--- src/rtl/xfer_pkg.sv ---
// Shared widths, register indices and bus source codes for the transfer datapath.
// Assumes: the index of each register in the control masks is fixed by these constants.
package xfer_pkg;
    localparam int ADDR_W = 12;
    localparam int DATA_W = 16;
    localparam int NREG   = 6;
    localparam int SEL_W  = $clog2(NREG + 2);

    localparam int IDX_AR = 0;
    localparam int IDX_PC = 1;
    localparam int IDX_DR = 2;
    localparam int IDX_AC = 3;
    localparam int IDX_IR = 4;
    localparam int IDX_TR = 5;

    typedef enum logic [SEL_W-1:0] {
        SRC_NONE = 3'd0,
        SRC_AR   = 3'd1,
        SRC_PC   = 3'd2,
        SRC_DR   = 3'd3,
        SRC_AC   = 3'd4,
        SRC_IR   = 3'd5,
        SRC_TR   = 3'd6,
        SRC_MEM  = 3'd7
    } bus_src_e;
endpackage

--- src/rtl/xfer_reg.sv ---
// One bus destination register.
// With COUNTABLE set, it clears, loads or counts up, in that priority order.
// With COUNTABLE clear, it only loads, and its increment and clear inputs have no effect.
// Assumes: d is already cut to WIDTH bits by the caller, and reset is synchronous and active low.
module xfer_reg #(
    parameter int WIDTH     = 16,
    parameter bit COUNTABLE = 1'b1
) (
    input  logic             clk,
    input  logic             rst_n,
    input  logic             ld,
    input  logic             inc,
    input  logic             clr,
    input  logic [WIDTH-1:0] d,
    output logic [WIDTH-1:0] q
);
    generate
        if (COUNTABLE) begin : g_count
            // Update the register: reset, then clear, then load, then increment.
            always_ff @(posedge clk) begin
                if (!rst_n)     q <= '0;
                else if (clr)   q <= '0;
                else if (ld)    q <= d;
                else if (inc)   q <= q + 1'b1;
            end

            assert_clr_wins_R7: assert property (@(posedge clk) disable iff (!rst_n)
                clr |=> (q == '0));
            assert_load_R3: assert property (@(posedge clk) disable iff (!rst_n)
                (ld && !clr) |=> (q == $past(d)));
            assert_count_R6: assert property (@(posedge clk) disable iff (!rst_n)
                (inc && !ld && !clr) |=> (q == WIDTH'($past(q) + 1'b1)));
            assert_hold_R10: assert property (@(posedge clk) disable iff (!rst_n)
                (!ld && !inc && !clr) |=> $stable(q));
        end else begin : g_load_only
            // Update the register: reset, then load. Nothing else changes it.
            always_ff @(posedge clk) begin
                if (!rst_n)     q <= '0;
                else if (ld)    q <= d;
            end

            assert_ignore_R8: assert property (@(posedge clk) disable iff (!rst_n)
                ((inc || clr) && !ld) |=> $stable(q));
            assert_load_R3: assert property (@(posedge clk) disable iff (!rst_n)
                ld |=> (q == $past(d)));
        end
    endgenerate
endmodule

--- src/rtl/bus_mux.sv ---
// Source selector for the shared bus.
// Code 0 gives zeros, codes 1..NREG pick a register, and code NREG+1 picks the memory word.
// Assumes: the register sources arrive already zero-extended to DATA_W.
module bus_mux #(
    parameter int DATA_W = 16,
    parameter int NREG   = 6,
    parameter int SEL_W  = 3
) (
    input  logic [SEL_W-1:0]             sel,
    input  logic [NREG-1:0][DATA_W-1:0]  src,
    input  logic [DATA_W-1:0]            mem_rd,
    output logic [DATA_W-1:0]            bus
);
    // Pick the one selected source; an unused code gives all zeros.
    always_comb begin
        bus = '0;
        if (sel == SEL_W'(NREG + 1)) begin
            bus = mem_rd;
        end else begin
            for (int i = 0; i < NREG; i++) begin
                if (sel == SEL_W'(i + 1)) bus = src[i];
            end
        end
    end
endmodule

--- src/rtl/bus_xfer_datapath.sv ---
// Register transfer datapath built around one shared bus.
// It holds six destination registers, the source selector and the width adaptation
// between 12-bit and 16-bit registers.
// Assumes: the external memory returns mem_rdata for mem_addr in the same cycle
// and writes mem_wdata at mem_addr on a rising edge when mem_we is high.
module bus_xfer_datapath
    import xfer_pkg::*;
#(
    parameter int AW = xfer_pkg::ADDR_W,
    parameter int DW = xfer_pkg::DATA_W
) (
    input  logic              clk,
    input  logic              rst_n,
    input  logic [SEL_W-1:0]  bus_sel,
    input  logic [NREG-1:0]   reg_ld,
    input  logic [NREG-1:0]   reg_inc,
    input  logic [NREG-1:0]   reg_clr,
    input  logic              mem_wr,
    input  logic [DW-1:0]     mem_rdata,
    output logic [AW-1:0]     mem_addr,
    output logic              mem_we,
    output logic [DW-1:0]     mem_wdata,
    output logic [DW-1:0]     bus_value,
    output logic [AW-1:0]     ar_q,
    output logic [AW-1:0]     pc_q,
    output logic [DW-1:0]     dr_q,
    output logic [DW-1:0]     ac_q,
    output logic [DW-1:0]     ir_q,
    output logic [DW-1:0]     tr_q
);
    logic [NREG-1:0][DW-1:0] reg_wide;
    logic [DW-1:0]           bus;

    bus_mux #(.DATA_W(DW), .NREG(NREG), .SEL_W(SEL_W)) u_mux (
        .sel    (bus_sel),
        .src    (reg_wide),
        .mem_rd (mem_rdata),
        .bus    (bus)
    );

    generate
        for (genvar i = 0; i < NREG; i++) begin : g_reg
            localparam int W = (i == IDX_AR || i == IDX_PC) ? AW : DW;
            logic [W-1:0] q_n;

            xfer_reg #(.WIDTH(W), .COUNTABLE(i != IDX_IR)) u_reg (
                .clk   (clk),
                .rst_n (rst_n),
                .ld    (reg_ld[i]),
                .inc   (reg_inc[i]),
                .clr   (reg_clr[i]),
                .d     (bus[W-1:0]),
                .q     (q_n)
            );

            // Zero-extend the register so that it can drive the full-width bus.
            assign reg_wide[i] = DW'(q_n);
        end
    endgenerate

    // Bring the registers and the memory side out to the ports.
    assign ar_q      = reg_wide[IDX_AR][AW-1:0];
    assign pc_q      = reg_wide[IDX_PC][AW-1:0];
    assign dr_q      = reg_wide[IDX_DR];
    assign ac_q      = reg_wide[IDX_AC];
    assign ir_q      = reg_wide[IDX_IR];
    assign tr_q      = reg_wide[IDX_TR];
    assign mem_addr  = ar_q;
    assign mem_we    = mem_wr;
    assign mem_wdata = bus;
    assign bus_value = bus;

    assert_zero_ext_R4: assert property (@(posedge clk) disable iff (!rst_n)
        (bus_sel == SRC_AR || bus_sel == SRC_PC) |-> (bus[DW-1:AW] == '0));
    assert_sel_zero_R2: assert property (@(posedge clk) disable iff (!rst_n)
        (bus_sel == SRC_NONE) |-> (bus_value == '0));
endmodule

--- config.mk ---
export PLATFORM = sky130hd
export DESIGN_NAME = bus_xfer_datapath
export DESIGN_NICKNAME = d
export VERILOG_FILES = /design/src/rtl/xfer_pkg.sv /design/src/rtl/xfer_reg.sv /design/src/rtl/bus_mux.sv /design/src/rtl/bus_xfer_datapath.sv
export SDC_FILE = /design/constraint.sdc
export NUM_CORES = 1
export LEC_CHECK = 0
export BUFFER_PORTS_ARGS = -buffer_cell sky130_fd_sc_hd__clkbuf_2
export CORE_ASPECT_RATIO = 0.8
export CORE_MARGIN = 2
export CORE_UTILIZATION = 48
export CTS_BUF_LIST = sky130_fd_sc_hd__clkbuf_4 sky130_fd_sc_hd__clkbuf_8
export DETAILED_ROUTE_END_ITERATION = 8
export MAX_ROUTING_LAYER = met4
export PLACE_DENSITY = 0.9
export SLEW_MARGIN = 20
export SYNTH_ARGS = -nofsm -noshare
export SYNTH_HDL_FRONTEND = slang
export SYNTH_SLANG_ARGS = --single-unit
--- constraint.sdc ---
create_clock -name clk -period 1.48 [get_ports clk]
set_input_delay 0.222 -clock clk [delete_from_list [all_inputs] [get_ports clk]]
set_output_delay 0.222 -clock clk [all_outputs]
set_load 0.01 [all_outputs]
Word level (Yosys, flattened, before mapping). Index checks and enable logic that the tools add are counted.

Memories kept: 0. Output and inout port bits: 133. Bits in latches: 0. Flip-flop bits (word level): 88. Word-level logic and storage cells: 46. ROM bits: 0. Bits in writable memories: 0. Input port bits: 40.

Eq/ne operators: 7. Add/subtract/negate cells: 5. Reduce and logical (&&, ||, !) cells: 10. $mul: 0. Shift-type cells: 0. Divide/modulo/power cells: 0. Order comparisons: 0. Multiplexer cells: 17. Bitwise logic cells: 1.

Operator list (number): 16-bit two-way mux (11); 12-bit two-way mux (6); 16-bit by 1-bit adder with 16-bit output (second input constant) (3); 12-bit by 1-bit adder with 12-bit output (second input constant) (2); 3-bit equality test (second input constant) (4); 2-bit nonzero test (5); 2-bit OR reduction (5); 3-bit by 2-bit equality test with 1-bit output (second input constant) (2); 3-bit by 1-bit equality test with 1-bit output (second input constant) (1); 1-bit inverter (1).

Depth between registers and ports, before layout.
Depth in word-level cells: 9. Gate-level depth with buffers: 8. Depth with buffers taken out: 6.

Cells and area by module. Synthesis repeated with hierarchy kept, for this count alone.

Cell total of the unflattened synthesis: 651. Area total of the unflattened synthesis: 6182.2 um2.

By module, submodules not included: xfer_reg at g_reg[2].u_reg ... (sequential area each 320.3 um2, area each 892.1 um2, cells each 102, times used 3); bus_mux (sequential area each 0.0 um2, area each 1360.1 um2, cells each 116, times used 1); xfer_reg at g_reg[0].u_reg ... (sequential area each 240.2 um2, area each 654.4 um2, cells each 74, times used 2); xfer_reg at g_reg[4].u_reg (sequential area each 320.3 um2, area each 615.6 um2, cells each 51, times used 1); bus_xfer_datapath (sequential area each 0.0 um2, area each 221.5 um2, cells each 30, times used 1).

Worst setup path after synthesis. Ideal clock, no wire load.

Path kind: input port to output port. From: input bus_sel[2]. To: output mem_wdata[1]. Cell stages on the path: 7. Arrival time: 1.437 ns. Path buffers: 4. Required time: 1.258 ns. Path slack: -0.179 ns. Cell sequence: buf_4 buf_2 buf_2 o21ai_1 a21oi_1 inv_1 buf_4.

Word-level cells in the longest chain between the ends: 8. Elaborated cells on any way between the ends: 14.

RTL lines: from (decl) (line bus_xfer_datapath.sv:14) `input logic [SEL_W-1:0] bus_sel,`; 3-bit by 1-bit equality test with 1-bit output (line bus_mux.sv:21) `if (sel == SEL_W'(i + 1)) bus = src[i];`; 12-bit two-way mux (2 in series) (line bus_mux.sv:21); 16-bit two-way mux (4 in series) (line bus_mux.sv:21); 16-bit two-way mux * (line bus_mux.sv:17) `if (sel == SEL_W'(NREG + 1)) begin`; to (decl) (line bus_xfer_datapath.sv:22) `output logic [DW-1:0] mem_wdata,`.

Every way passes the cells marked *; elsewhere a longest branch is shown, timed or not.

Final worst setup path.
From: register g_reg[2].u_reg.q[2]. To: output bus_value[2].

Word-level cells in the longest chain between the ends: 5.

RTL lines: from (decl) (line xfer_reg.sv:15) `output logic [WIDTH-1:0] q`; from (signal assigned) (line xfer_reg.sv:24) `else if (inc) q <= q + 1'b1;`; 16-bit two-way mux (4 in series) (line bus_mux.sv:21); 16-bit two-way mux (line bus_mux.sv:17); to (decl) (line bus_xfer_datapath.sv:23) `output logic [DW-1:0] bus_value,`.

Every way passes these cells.

==> results.ini <==
[critical_path]
timing.critical_path.from_type=flip-flop
worst-r2r-cell-count=8
crit_slowest_cell=sky130_fd_sc_hd__dfxtp_4
setup.worst_path.class=flip-flop to output pin
path_cells=buf_6 > mux2i_1 > o22ai_1 > a21oi_2 > inv_1 > buf_2
critPathMaxFanout=4
cp_data_required_time_ns=1.26
cp_data_arrival_time_ns=1.80
critical_path.max_stage_delay_ns=0.36
setup.worst_path.end_class=output pin

[yosys]
synthDistinctLibCells=60
yosysTopAreaCell=sky130_fd_sc_hd__dfxtp_1
synthCells=680
synth_seq_area_share_pct=31.67
postSynthRegisterBits=88
synth-edff-count=0
synth-main-ff-cell=sky130_fd_sc_hd__dfxtp_1
syn-num-nets=725
synthesis.yosys.warnings=0
average_instance_area_after_synthesis_um2=8.181
post_synth_main_area_contributors=sky130_fd_sc_hd__dfxtp_1 (32%), sky130_fd_sc_hd__xnor2_1 (5.4%), sky130_fd_sc_hd__buf_4 (5.0%), sky130_fd_sc_hd__xor2_1 (4.9%), sky130_fd_sc_hd__a21oi_1 (4.7%)
async_reset_ff_share_pct=0
netlist.area_leader.share_pct=31.67
synthesis.area_um2=5563

[power]
worst_ir_drop_vdd_mv=0.6277
leakagePower_nw=4.253
share_comb_of_total_power_pct=31.7
power_mw=6.264
internal_power_consumption_mw=4.090
sequential_fraction_of_design_power_pct=41.5
power.density_cell_area_nw_per_um2=686.7
p_switching_mw=2.173
sw_frac_of_total_pct=34.70
clock_power_share_pct=26.9

[die]
die_ar_um2=12470
boundaryPins=173
die_y_um=100.3
initial_core_util_pct=48.67
floorplan.die.width_um=124.4
core_region_area_um2=11430
core.rowCount=35

[cells_and_area]
mostFrequentLayoutCells=sky130_fd_sc_hd__buf_4 (172), sky130_fd_sc_hd__clkbuf_2 (152), sky130_fd_sc_hd__buf_6 (52)
largest_register=g.u_reg.q
antenna_cells_inserted=0
area_growth_pct=63.97
post_route_cells_drive_above_1_share_pct=61.36
layout.cells.most_common=sky130_fd_sc_hd__buf_4
design.final.nets=1052
largest_register_ffs=88
biggestRegsByFlops=g.u_reg.q x88

[placed_design]
routabilityCongestion=1.002
numPortBuffers=168
dp_hpwl_um=16680

[cts]
root_buffer=sky130_fd_sc_hd__clkbuf_8
max-clock-path-buffers=2
cts-buffers-inserted=9
clk_pin_slew_worst_paths_ns=0.09
clock_tree.htree_level_count=3
tritoncts_num_sinks=88
tritoncts=built
clk_latency_ns=0.39

[timing]
timing_max_transition_violations_final=0
fin_worst_skew_ns=0.01381
period_minus_slack_ns=2.025
timing_worst_slew_pin_value_ns=0.7461
slew_headroom_pct=50.26
unrepaired_setup_endpoints_after_global_routing=true
setup-violations-final=89
final_min_period_over_clock_period_pct=136.8
report.final.hold_viol_count=0
fmax_mhz=493.9
fin_ws_ns=-0.5446
tns_ns=-15.79

[min_path]
min-delay-path-class=input port to flip-flop
hold-path-cell-count=2

[route]
detailedRoute.firstIterationViolations=1327
total_vias_in_the_final_route=7725
drt.antenna.violating_nets=0
routed_wirelength_um=29270
vias_per_instance=6.659
detail_route.drc_violations=0
final_routed_wire_length_divided_by_cell_count_um=25.23
dr.pass1.iters=7

[global_routing]
number_of_antenna_violations_at_the_first_check_in_global_routing=0
overflow=0
grt_max_degree=32
first_global_vias=6628
grt_use_total_pct=39.02
grt_pass1_wl_um=36670

[outcome]
failed_checks=negative setup slack
outcome=complete, but fails checks

[run]
max_cap_violations=0

## synthesized netlist by cell type (8+ instances only)
master,number
sky130_fd_sc_hd__dfxtp_1,88
sky130_fd_sc_hd__nand2_1,57
sky130_fd_sc_hd__a21oi_1,52
sky130_fd_sc_hd__o21ai_0,47
sky130_fd_sc_hd__nor2_1,45
sky130_fd_sc_hd__buf_4,37
sky130_fd_sc_hd__xnor2_1,34
sky130_fd_sc_hd__xor2_1,31
sky130_fd_sc_hd__a211oi_1,30
sky130_fd_sc_hd__mux2i_1,24
sky130_fd_sc_hd__clkbuf_1,23
sky130_fd_sc_hd__nand4_1,21
sky130_fd_sc_hd__inv_1,20
sky130_fd_sc_hd__nand3_1,15
sky130_fd_sc_hd__nor2b_1,14
sky130_fd_sc_hd__o22ai_1,14
sky130_fd_sc_hd__nand2b_1,10
sky130_fd_sc_hd__and4_1,9
sky130_fd_sc_hd__nor3_1,9
sky130_fd_sc_hd__o21ai_1,8
## what timing repair did
item,CTS,global route
pin swaps,62,73
buffers inserted,42,27
setup endpoints to repair,69,99
cloned,0,0
resized for setup,126,181
hold buffers,0,0
## critical path, delay by kind of cell (launching register included)
kind                   cells  cell delay, ns
DFF                        1            0.36
buffers and inverters      3            0.36
AOI/OAI and AO/OA          2            0.42
muxes                      1            0.29
## power by group through the flow
stage	Clock (mW)	Sequential, mW	Combinational, mW
finish	1.68	2.60	1.98
global route	1.76	2.60	2.03
global placement	0	2.64	1.41
CTS	1.64	2.58	1.61
floorplan	0	2.69	0.708
detailed placement	0	2.64	1.44
## area by class of cell
| type | instances | area, µm² |
|---|---|---|
| clock buffer | 14 | 173.9 |
| clock inverter | 2 | 13.76 |
| fill | 591 | 2308 |
| inverter | 21 | 82.58 |
| multi-input combinational | 502 | 4063 |
| sequential | 88 | 1876 |
| tap | 148 | 185.2 |
| timing repair buffer | 385 | 2728 |
## stage by stage
step | worst slack, ns | hold WS, ns | cells | util (%) | instance area (µm²)
floorplan | -0.03666 | 0.3916 | 680 | - | 5669
global placement | -0.2998 | 0.4441 | 1084 | 65.20 | 7452
detailed placement | -0.3301 | 0.4441 | 1084 | 65.20 | 7452
CTS | -0.3843 | 0.1853 | 1139 | 72.95 | 8338
global route | -0.5343 | 0.2080 | 1160 | 79.80 | 9121
finish | -0.5446 | 0.2186 | 1160 | 79.80 | 9121
## cell families (layout without fill, tap and decap cells)
family                   count (synthesis)  count (layout)  synth area share (%)
flip-flops                              88              88                 31.67
XOR/XNOR                                65              65                 10.23
multiplexers                            29              29                 5.533
AND/OR/NAND/NOR                        202             202                 18.67
AO/OA/AOI/OAI                          201             201                 23.91
buffers and inverters                   90             422                 8.862
adder cells (fa/ha/maj)                  5               5                 1.125
## routing by layer
layer / share of wire [%] / track usage, % / vias to the layer above
li1: - / - / 3065
met3: 15 / 11.30 / 286
met4: 8.8 / 18.24 / 0
met5: 0 / - / -
met2: 42 / 59.73 / 853
met1: 34 / 47.87 / 3521
## final timing paths
check | startpoint | end | slack [ns]
setup / recovery | g_reg[2].u_reg.q[2] | bus_value[2] | -0.54
hold reg to reg | g_reg[4].u_reg.q[3] | g_reg[4].u_reg.q[3] | 0.52
setup reg to reg | g_reg[0].u_reg.q[1] | g_reg[0].u_reg.q[11] | -0.35
hold / removal | reg_ld[1] | g_reg[1].u_reg.q[8] | 0.22
(Power assumes the default switching activity.)
